[config.mk]
export PLATFORM = sky130hd
export DESIGN_NAME = acc_alu_unit
export DESIGN_NICKNAME = d
export VERILOG_FILES = /design/src/rtl/acc_unit_pkg.sv /design/src/rtl/acc_op_decode.sv /design/src/rtl/acc_subb.sv /design/src/rtl/acc_result_mux.sv /design/src/rtl/acc_alu_unit.sv
export SDC_FILE = /design/constraint.sdc
export NUM_CORES = 1
export LEC_CHECK = 0
export BUFFER_PORTS_ARGS = -buffer_cell sky130_fd_sc_hd__buf_4
export CORE_ASPECT_RATIO = 1.1
export CORE_MARGIN = 5
export CORE_UTILIZATION = 35
export DETAILED_ROUTE_END_ITERATION = 7
export HOLD_SLACK_MARGIN = 0.03
export SETUP_SLACK_MARGIN = 0.15
export SLEW_MARGIN = 20
export SYNTH_ARGS = -nofsm -noshare
export SYNTH_HDL_FRONTEND = slang
export SYNTH_SLANG_ARGS = --single-unit
[constraint.sdc]
create_clock -name clk -period 1.6 [get_ports clk]
set_input_delay 0.48 -clock clk [delete_from_list [all_inputs] [get_ports clk]]
set_output_delay 0.48 -clock clk [all_outputs]
set_load 0.01 [all_outputs]
[src/rtl/acc_unit_pkg.sv]
package acc_unit_pkg;
  typedef enum logic [3:0] {
    K_NONE,
    K_ROL,
    K_ROR,
    K_ROLC,
    K_RORC,
    K_SUBB,
    K_SWAP,
    K_XDIG,
    K_XBYTE,
    K_XOR_A,
    K_XOR_MA,
    K_XOR_MI
  } op_kind_e;
endpackage

[src/rtl/acc_op_decode.sv]
module acc_op_decode
  import acc_unit_pkg::*;
(
  input  logic [7:0] opcode,
  output op_kind_e   kind
);
  always_comb begin
    kind = K_NONE;
    casez (opcode)
      8'h23:      kind = K_ROL;
      8'h03:      kind = K_ROR;
      8'h33:      kind = K_ROLC;
      8'h13:      kind = K_RORC;
      8'h94,
      8'h95,
      8'b1001_011?,
      8'b1001_1???: kind = K_SUBB;
      8'hC4:      kind = K_SWAP;
      8'b1101_011?: kind = K_XDIG;
      8'hC5,
      8'b1100_011?,
      8'b1100_1???: kind = K_XBYTE;
      8'h64,
      8'h65,
      8'b0110_011?,
      8'b0110_1???: kind = K_XOR_A;
      8'h62:      kind = K_XOR_MA;
      8'h63:      kind = K_XOR_MI;
      default:    kind = K_NONE;
    endcase
  end
endmodule

[src/rtl/acc_subb.sv]
module acc_subb #(
  parameter int W = 8
) (
  input  logic [W-1:0] a,
  input  logic [W-1:0] b,
  input  logic         bin,
  output logic [W-1:0] diff,
  output logic         bout,
  output logic         half_b,
  output logic         ovf
);
  localparam int HALF = W / 2;

  logic [W:0]      full_d;
  logic [HALF:0]   low_d;
  logic [W-1:0]    top_d;

  always_comb begin
    full_d = {1'b0, a} - {1'b0, b} - {{W{1'b0}}, bin};
    low_d  = {1'b0, a[HALF-1:0]} - {1'b0, b[HALF-1:0]} - {{HALF{1'b0}}, bin};
    top_d  = {1'b0, a[W-2:0]} - {1'b0, b[W-2:0]} - {{(W-1){1'b0}}, bin};
    diff   = full_d[W-1:0];
    bout   = full_d[W];
    half_b = low_d[HALF];
    ovf    = full_d[W] ^ top_d[W-1];
  end
endmodule

[src/rtl/acc_result_mux.sv]
module acc_result_mux
  import acc_unit_pkg::*;
#(
  parameter int W = 8
) (
  input  op_kind_e     kind,
  input  logic [W-1:0] acc,
  input  logic         cy,
  input  logic [W-1:0] opnd,
  input  logic [W-1:0] rmw_src,
  input  logic [W-1:0] imm,
  input  logic [W-1:0] sub_diff,
  input  logic         sub_cy,
  input  logic         sub_ac,
  input  logic         sub_ov,
  output logic [W-1:0] acc_nx,
  output logic         acc_en,
  output logic [W-1:0] mem_nx,
  output logic         mem_en,
  output logic         cy_nx,
  output logic         cy_en,
  output logic         ac_nx,
  output logic         ac_en,
  output logic         ov_nx,
  output logic         ov_en
);
  localparam int HALF = W / 2;

  always_comb begin
    acc_nx = acc;
    acc_en = 1'b0;
    mem_nx = opnd;
    mem_en = 1'b0;
    cy_nx  = cy;
    cy_en  = 1'b0;
    ac_nx  = 1'b0;
    ac_en  = 1'b0;
    ov_nx  = 1'b0;
    ov_en  = 1'b0;
    unique case (kind)
      K_ROL: begin
        acc_nx = {acc[W-2:0], acc[W-1]};
        acc_en = 1'b1;
      end
      K_ROR: begin
        acc_nx = {acc[0], acc[W-1:1]};
        acc_en = 1'b1;
      end
      K_ROLC: begin
        acc_nx = {acc[W-2:0], cy};
        cy_nx  = acc[W-1];
        acc_en = 1'b1;
        cy_en  = 1'b1;
      end
      K_RORC: begin
        acc_nx = {cy, acc[W-1:1]};
        cy_nx  = acc[0];
        acc_en = 1'b1;
        cy_en  = 1'b1;
      end
      K_SUBB: begin
        acc_nx = sub_diff;
        cy_nx  = sub_cy;
        ac_nx  = sub_ac;
        ov_nx  = sub_ov;
        acc_en = 1'b1;
        cy_en  = 1'b1;
        ac_en  = 1'b1;
        ov_en  = 1'b1;
      end
      K_SWAP: begin
        acc_nx = {acc[HALF-1:0], acc[W-1:HALF]};
        acc_en = 1'b1;
      end
      K_XDIG: begin
        acc_nx = {acc[W-1:HALF], opnd[HALF-1:0]};
        mem_nx = {opnd[W-1:HALF], acc[HALF-1:0]};
        acc_en = 1'b1;
        mem_en = 1'b1;
      end
      K_XBYTE: begin
        acc_nx = opnd;
        mem_nx = acc;
        acc_en = 1'b1;
        mem_en = 1'b1;
      end
      K_XOR_A: begin
        acc_nx = acc ^ opnd;
        acc_en = 1'b1;
      end
      K_XOR_MA: begin
        mem_nx = rmw_src ^ acc;
        mem_en = 1'b1;
      end
      K_XOR_MI: begin
        mem_nx = rmw_src ^ imm;
        mem_en = 1'b1;
      end
      default: ;
    endcase
  end
endmodule

[src/rtl/acc_alu_unit.sv]
module acc_alu_unit
  import acc_unit_pkg::*;
#(
  parameter int W = 8
) (
  input  logic         clk,
  input  logic         rst_n,
  input  logic         in_valid,
  input  logic [7:0]   opcode,
  input  logic [W-1:0] acc_in,
  input  logic         cy_in,
  input  logic [W-1:0] operand,
  input  logic [W-1:0] imm_data,
  input  logic [W-1:0] port_latch,
  input  logic         port_target,
  output logic         out_valid,
  output logic [W-1:0] acc_out,
  output logic         acc_we,
  output logic [W-1:0] mem_out,
  output logic         mem_we,
  output logic         cy_out,
  output logic         cy_we,
  output logic         ac_out,
  output logic         ac_we,
  output logic         ov_out,
  output logic         ov_we
);
  localparam int HALF = W / 2;

  op_kind_e     kind;
  logic [W-1:0] rmw_src;
  logic [W-1:0] sub_diff;
  logic         sub_cy, sub_ac, sub_ov;
  logic [W-1:0] acc_nx, mem_nx;
  logic         acc_en, mem_en, cy_nx, cy_en, ac_nx, ac_en, ov_nx, ov_en;
  logic [4:0]   en_d;

  acc_op_decode u_dec (
    .opcode (opcode),
    .kind   (kind)
  );

  acc_subb #(.W(W)) u_sub (
    .a      (acc_in),
    .b      (operand),
    .bin    (cy_in),
    .diff   (sub_diff),
    .bout   (sub_cy),
    .half_b (sub_ac),
    .ovf    (sub_ov)
  );

  // Read-modify-write source: a port target reads its output latch.
  always_comb begin
    rmw_src = operand;
    if (port_target && (kind == K_XOR_MA || kind == K_XOR_MI))
      rmw_src = port_latch;
  end

  acc_result_mux #(.W(W)) u_mux (
    .kind     (kind),
    .acc      (acc_in),
    .cy       (cy_in),
    .opnd     (operand),
    .rmw_src  (rmw_src),
    .imm      (imm_data),
    .sub_diff (sub_diff),
    .sub_cy   (sub_cy),
    .sub_ac   (sub_ac),
    .sub_ov   (sub_ov),
    .acc_nx   (acc_nx),
    .acc_en   (acc_en),
    .mem_nx   (mem_nx),
    .mem_en   (mem_en),
    .cy_nx    (cy_nx),
    .cy_en    (cy_en),
    .ac_nx    (ac_nx),
    .ac_en    (ac_en),
    .ov_nx    (ov_nx),
    .ov_en    (ov_en)
  );

  // Enable vector is gated by the input valid.
  always_comb begin
    en_d = in_valid ? {acc_en, mem_en, cy_en, ac_en, ov_en} : 5'b0;
  end

  // Control register: valid and enables.
  always_ff @(posedge clk or negedge rst_n) begin
    if (!rst_n) begin
      out_valid <= 1'b0;
      {acc_we, mem_we, cy_we, ac_we, ov_we} <= 5'b0;
    end else begin
      out_valid <= in_valid;
      {acc_we, mem_we, cy_we, ac_we, ov_we} <= en_d;
    end
  end

  // Data register: loaded only on a valid input.
  always_ff @(posedge clk or negedge rst_n) begin
    if (!rst_n) begin
      acc_out <= '0;
      mem_out <= '0;
      cy_out  <= 1'b0;
      ac_out  <= 1'b0;
      ov_out  <= 1'b0;
    end else if (in_valid) begin
      acc_out <= acc_nx;
      mem_out <= mem_nx;
      cy_out  <= cy_nx;
      ac_out  <= ac_nx;
      ov_out  <= ov_nx;
    end
  end

  assert_idle_quiet_R11: assert property (@(posedge clk) disable iff (!rst_n)
    !out_valid |-> !(acc_we || mem_we || cy_we || ac_we || ov_we));

  assert_latency_R11: assert property (@(posedge clk) disable iff (!rst_n)
    in_valid |=> out_valid);

  assert_ac_only_subtract_R4: assert property (@(posedge clk) disable iff (!rst_n)
    ac_we |-> (cy_we && ov_we && acc_we && !mem_we));

  assert_rotate_left_R1: assert property (@(posedge clk) disable iff (!rst_n)
    (in_valid && opcode == 8'h23) |=>
      (acc_we && !cy_we && acc_out == {$past(acc_in[W-2:0]), $past(acc_in[W-1])}));

  assert_digit_high_kept_R6: assert property (@(posedge clk) disable iff (!rst_n)
    (in_valid && opcode[7:1] == 7'b1101_011) |=>
      (acc_out[W-1:HALF] == $past(acc_in[W-1:HALF]) &&
       mem_out[W-1:HALF] == $past(operand[W-1:HALF])));

  assert_subtract_value_R3: assert property (@(posedge clk) disable iff (!rst_n)
    (in_valid && opcode[7:3] == 5'b10011) |=>
      ({cy_out, acc_out} == ({1'b0, $past(acc_in)} - {1'b0, $past(operand)}
                             - {{W{1'b0}}, $past(cy_in)})));

  assert_mem_no_flags_R9: assert property (@(posedge clk) disable iff (!rst_n)
    mem_we |-> !(cy_we || ac_we || ov_we));
endmodule

==> results of run 1 <==
-- worst max-delay path: stages --
cell and delay (ns):
buf_8 0.10, fa_2 0.39, fa_2 0.35, nand2b_4 0.16, a2111oi_4 0.34, nor2_2 0.11
o311ai_4 0.27, buf_4 0.18, xnor2_2 0.06, a22o_1 0.20
-- state kept, by name, summed over array words and instances, names as in the netlist --
| signal | count |
|---|---|
| cy_we | 1 |
| mem_out | 8 |
| out_valid | 1 |
| mem_we | 1 |
| acc_we | 1 |
| ov_out | 1 |
| cy_out | 1 |
| acc_out | 8 |
| ac_out | 1 |
| ac_we | 1 |
-- power breakdown --
| part | internal [uW] | switching [uW] | leakage [uW] |
|---|---|---|---|
| combinational | 684 | 587 | 0.00172 |
| sequential | 663 | 35.0 | 0.000287 |
| clock | 335 | 200 | 0.0000357 |
-- cell usage in the layout (no fill, tap or decap), drive strengths merged, types with 3 or more instances in the layout --
master   count
a2111oi      4
a211oi       4
a21oi       12
a22oi        4
a31oi        7
a32oi        4
buf        165
clkbuf       3
dfrtp       24
ha          14
inv         26
mux2i       20
nand2       31
nand2b       3
nand3b       3
nor2        33
nor3         4
nor4bb       3
o21a         4
o21ai       24
o21bai       3
o22ai        5
o2bb2ai      5
xnor2        5
xor2        12
-- routing by layer --
layer  wire, um  share of wire, %
met2       4610                50
met4        194               2.1
met3        580               6.3
met1       3820                41
met5          0                 0
-- metrics by stage --
stage | TNS (ns) | power (uW) | area (um2)
final | -7.52 | 2500 | 4300
after CTS | -7.08 | 2420 | 4100
after global routing | -8.82 | 2640 | 4300
after floorplan | -8.15 | 1260 | 2670
after global placement | -13.92 | 1780 | 3830
after detailed placement | -14.89 | 1790 | 3830
-- cell families (layout without fill, tap and decap cells) --
family | after synthesis | after routing
AOI/OAI and AO/OA | 91 | 91
and+or+nand+nor | 90 | 90
buffers and inverters | 46 | 195
DFF | 24 | 24
muxes | 21 | 21
xor gates and xnor gates | 17 | 17
adders and majority gates | 16 | 16
-- area by class of cell --
| type | instances | area, um2 |
|---|---|---|
| Multi-Input combinational cell | 235 | 2080 |
| Clock buffer | 3 | 41.3 |
| Fill cell | 594 | 2630 |
| Timing Repair Buffer | 165 | 1350 |
| Inverter | 26 | 97.6 |
| Clock inverter | 1 | 30.0 |
| Sequential cell | 24 | 601 |
| Tap cell | 85 | 106 |
-- repair_timing --
| item | in CTS | in global routing |
|---|---|---|
| resized for setup | 40 | 37 |
| buffers inserted | 5 | 2 |
| pin swaps | 23 | 20 |
| endpoints found under the setup margin | 23 | 23 |
-- worst max path at each step --
stage,start,endpoint,slack [ns],cells after the start
6_report,acc_in[0],ov_out,-0.89,10
5_1_grt,acc_in[0],ov_out,-0.97,10
4_1_cts,acc_in[0],ov_out,-0.88,10
3_5_place_dp,acc_in[0],cy_out,-1.24,9
3_3_place_gp,acc_in[0],cy_out,-1.16,9
2_1_floorplan,acc_in[0],cy_out,-0.93,8
==> impl_metrics.yaml, run 1 <==
global_routing:
  antenna_found_initial: 0
  grtUsageTotal_pct: 20.7
  use_met1_pct: 26.8
  grt-ovfl-total: 0
  grt_pass1_vias: 2938
  grt_use_met2_pct: 35.8
  met3_usage_pct: 2.70
  top_usage_layer: "met2"
  grt_max_degree: 25
  grt_pass1_wl_um: 15000
layout:
  utilization_pct: 62.1
  diodes: 0
  finalNetCount: 516
  finalNonFillerCells: 539
  drive_gt1_share_pct: 50.9
  area_growth_syn_to_layout_pct: 75.5
synthesis:
  ys.warnings.count: 0
  synth.most_common_cell: "nor2_1"
  synthArstFlopShare_pct: 100
  ys_dominant_reg_cell: "dfrtp_1"
  ys_ff_latch: 24
  syn_area_per_cell_um2: 8.03
  post-synth-top-area-cell: "dfrtp_1"
  synthXorXnorAreaFrac_pct: 6.08
  synth.distinct_cells: 55
  synth.area.mux_share_pct: 8.63
  synth_edf_count: 0
  synth_fa_ha_area_share_pct: 8.78
  synth_top_area_share_pct: 24.5
  synthTopCellsByArea: "dfrtp_1, mux2i_1, ha_1, nor2_1, nand2_1"
  syn_area_um2: 2450
  synth-simple-area-share_pct: 17.7
  synth_compound_area_share_pct: 26.1
  syn_nets: 366
  syn_inst: 305
  synthTopCellsByCount: "nor2_1, nand2_1, inv_1, dfrtp_1, mux2i_1"
  yosysSeqAreaShare_pct: 24.5
  synth_top_family_by_area: "compound AO/OA/AOI/OAI gates"
cts:
  insertion_delay_ns: 0.27
  cts_sinks: 24
  path_clk_slew_ns: 0.09
  cts_hold_repair.buffers: 0
  tritoncts: "yes"
  numCtsBuffers: 3
  clockRootBuffer: "clkbuf_8"
  ctsLongestPathBuffers: 2
  htree_levels: 1
drt:
  ant_nets: 0
  vias: 2931
  vias_per_cell: 5.44
  totalWireLength_um: 9200
  drt-pass1-iter-count: 5
  drc_errors: 0
  drtIter0Drc: 211
  wl_per_cell_um: 17.1
placed_design:
  dp_cells: 528
  place_congestion: 0.949
  place_worst_setup_slack_ns: -1.24
  port_buffers: 69
  dp_hpwl_um: 7470
worst_hold_path:
  min_path_type: "in2async"
setup_path:
  crit_type: "in2reg"
  r2r_setup_slack_ns: 0.80
  r2r-end: "mem_out[5]"
  cp_max_fo: 2
  crit_path_end_kind: "flip-flop"
  cp.arrival_ns: 2.66
  cp.required_ns: 1.77
  rr_worst_depth: 3
  crit_path_start_kind: "primary input"
  r2r-start: "mem_out[5]"
timing:
  worst_slack_ns: -0.893
  max_freq_mhz: 401
  setup_viol: 20
  hold_ws_ns: 0.0941
  tightest_slew_ns: 0.452
  rsz0062_at_grt: "yes"
  slew_violations: 0
  finalHoldViolations: 0
  relSlewSlack_pct: 69.7
  min_period_ns: 2.49
  period_share_pct: 156
  finClkSkew_ns: 0
floorplanning:
  rows: 32
  pin_count: 70
  die_w_um: 89.8
  die_area_um2: 8770
  start_util_pct: 35.4
  dieHeight_um: 97.7
  core_region_area_um2: 6930
flow_run:
  drv_cap: 0
run_status:
  status: "finished with violations"
  violations: "setup timing"
power_and_ir_drop:
  power_density_nw_per_um2: 582
  p_leak_uw: 0.00204
  ir_drop_mv: 0.561
(Power assumes the default switching activity.)
==> run 2: changes to the inputs <==
==> constraint.sdc (replaced) <==
create_clock -name clk -period 1.6 [get_ports clk]
set_input_delay 0.48 -clock clk [delete_from_list [all_inputs] [get_ports clk]]
set_output_delay 0.48 -clock clk [all_outputs]
set_load 0.1 [all_outputs]
==> impl_metrics.yaml, run 2 (synthesis gave the netlist of run 1 again) <==
run_status:
  status: "finished with violations"
  violations: "setup timing"
cts:
  path_clk_slew_ns: 0.09
  cts_sinks: 24
  numCtsBuffers: 3
  tritoncts: "yes"
  insertion_delay_ns: 0.26
  ctsLongestPathBuffers: 2
  cts_hold_repair.buffers: 0
  htree_levels: 1
  clockRootBuffer: "clkbuf_8"
layout:
  most-common-layout-cells: "buf_4, nor2_1, buf_6"
  diodes: 0
  nFillCells: 590
  area_growth_syn_to_layout_pct: 80.2
  largestRegisters: "acc_out: 8 flops, mem_out: 8 flops"
  utilization_pct: 63.7
  drive_gt1_share_pct: 51.9
  finalNetCount: 515
  finalNonFillerCells: 538
  final_common_cell: "buf_4"
timing:
  slew_violations: 0
  setup_viol: 20
  worst_slack_ns: -0.871
  tightest_slew_ns: 0.457
  hold_ws_ns: 0.0893
  period_share_pct: 154
  min_period_ns: 2.47
  relSlewSlack_pct: 69.3
  finClkSkew_ns: 0
  max_freq_mhz: 405
  finalHoldViolations: 0
  rsz0062_at_grt: "yes"
drt:
  totalWireLength_um: 9460
  wl_per_cell_um: 17.6
  drc_errors: 0
  vias: 2886
  drtIter0Drc: 293
  drt-pass1-iter-count: 5
  ant_nets: 0
  vias_per_cell: 5.36
floorplanning:
  die_w_um: 89.8
  pin_count: 70
  start_util_pct: 35.4
  core_region_area_um2: 6930
  dieHeight_um: 97.7
  die_area_um2: 8770
  rows: 32
setup_path:
  cp.arrival_ns: 2.63
  cp_max_fo: 2
  crit_type: "in2reg"
  cp-startpoint: "acc_in[0]"
  cp.required_ns: 1.76
  r2r_setup_slack_ns: 0.76
  rr_worst_depth: 3
  r2r-end: "mem_out[5]"
  crit_path_start_kind: "primary input"
  crit_path_end_kind: "flip-flop"
  r2r-start: "mem_out[5]"
  timing.critical_path.to: "ov_out"
global_routing:
  antenna_found_initial: 0
  grt_pass1_vias: 3006
  grt_pass1_wl_um: 15100
  grt_max_degree: 25
  grtUsageTotal_pct: 20.8
  grt-ovfl-total: 0
flow_run:
  drv_cap: 0
placed_design:
  port_buffers: 69
  dp_hpwl_um: 7270
  dp_cells: 519
  place_congestion: 0.915
power_and_ir_drop:
  p_leak_uw: 0.00207
  power_density_nw_per_um2: 669
  ir_drop_mv: 0.545
worst_hold_path:
  min_path_type: "in2async"
-- run 2: worst min-delay path by stage --
stage	from	end	slack [ns]	depth (start not counted)
finish	rst_n	mem_out[0]	0.09	1
detailed placement	rst_n	mem_out[0]	0.40	1
global route	rst_n	mem_out[0]	0.11	1
global placement	rst_n	mem_out[0]	0.39	1
CTS	rst_n	mem_out[0]	0.10	1
floorplan	rst_n	ac_out	0.18	0
-- run 2: repair_timing --
item                       in CTS  in global routing
setup endpoints to repair      25                 34
pin swaps                      24                 30
resized for setup              53                 55
buffers inserted                9                  5
cloned                          1                  0
-- run 2: power by group --
group,switching (uW),internal [uW]
clock,205,335
combinational,999,711
sequential,40.6,663
total,1240,1710
-- run 2: layout make-up --
cell class	count	area [um2]	area share, %
sequential	24	604	13.7
clock buffer	3	41.3	0.935
inverter	26	97.6	2.21
tap	85	106	2.41
timing repair buffer	163	1410	31.9
multi-input combinational	236	2130	48.1
clock inverter	1	30.0	0.680
-- run 2: through the flow --
stage	worst slack (ns)	cell area (um2)	power, uW	TNS, ns
floorplan	-0.934	2670	1650	-8.17
global route	-0.933	4420	3090	-8.93
detailed placement	-1.24	3750	2170	-15.01
finish	-0.871	4420	2950	-7.72
CTS	-0.918	4120	2830	-7.04
global placement	-1.15	3750	2160	-14.33
-- run 2: routing by layer --
metal	global-route usage, %	up-vias	part of all wire (%)
li1	-	1396	-
met1	26.6	1364	42
met4	7.21	0	2.1
met5	0	-	0
met2	34.8	112	49
met3	4.01	14	6.8
-- run 2: worst max-delay path: stages --
cell and delay [ns]:
buf_8 0.10, fa_2 0.39, fa_2 0.36, nand2b_4 0.16, a2111oi_4 0.34, nor2_2 0.11
o311ai_4 0.26, buf_4 0.17, xnor2_2 0.06, a22o_1 0.20
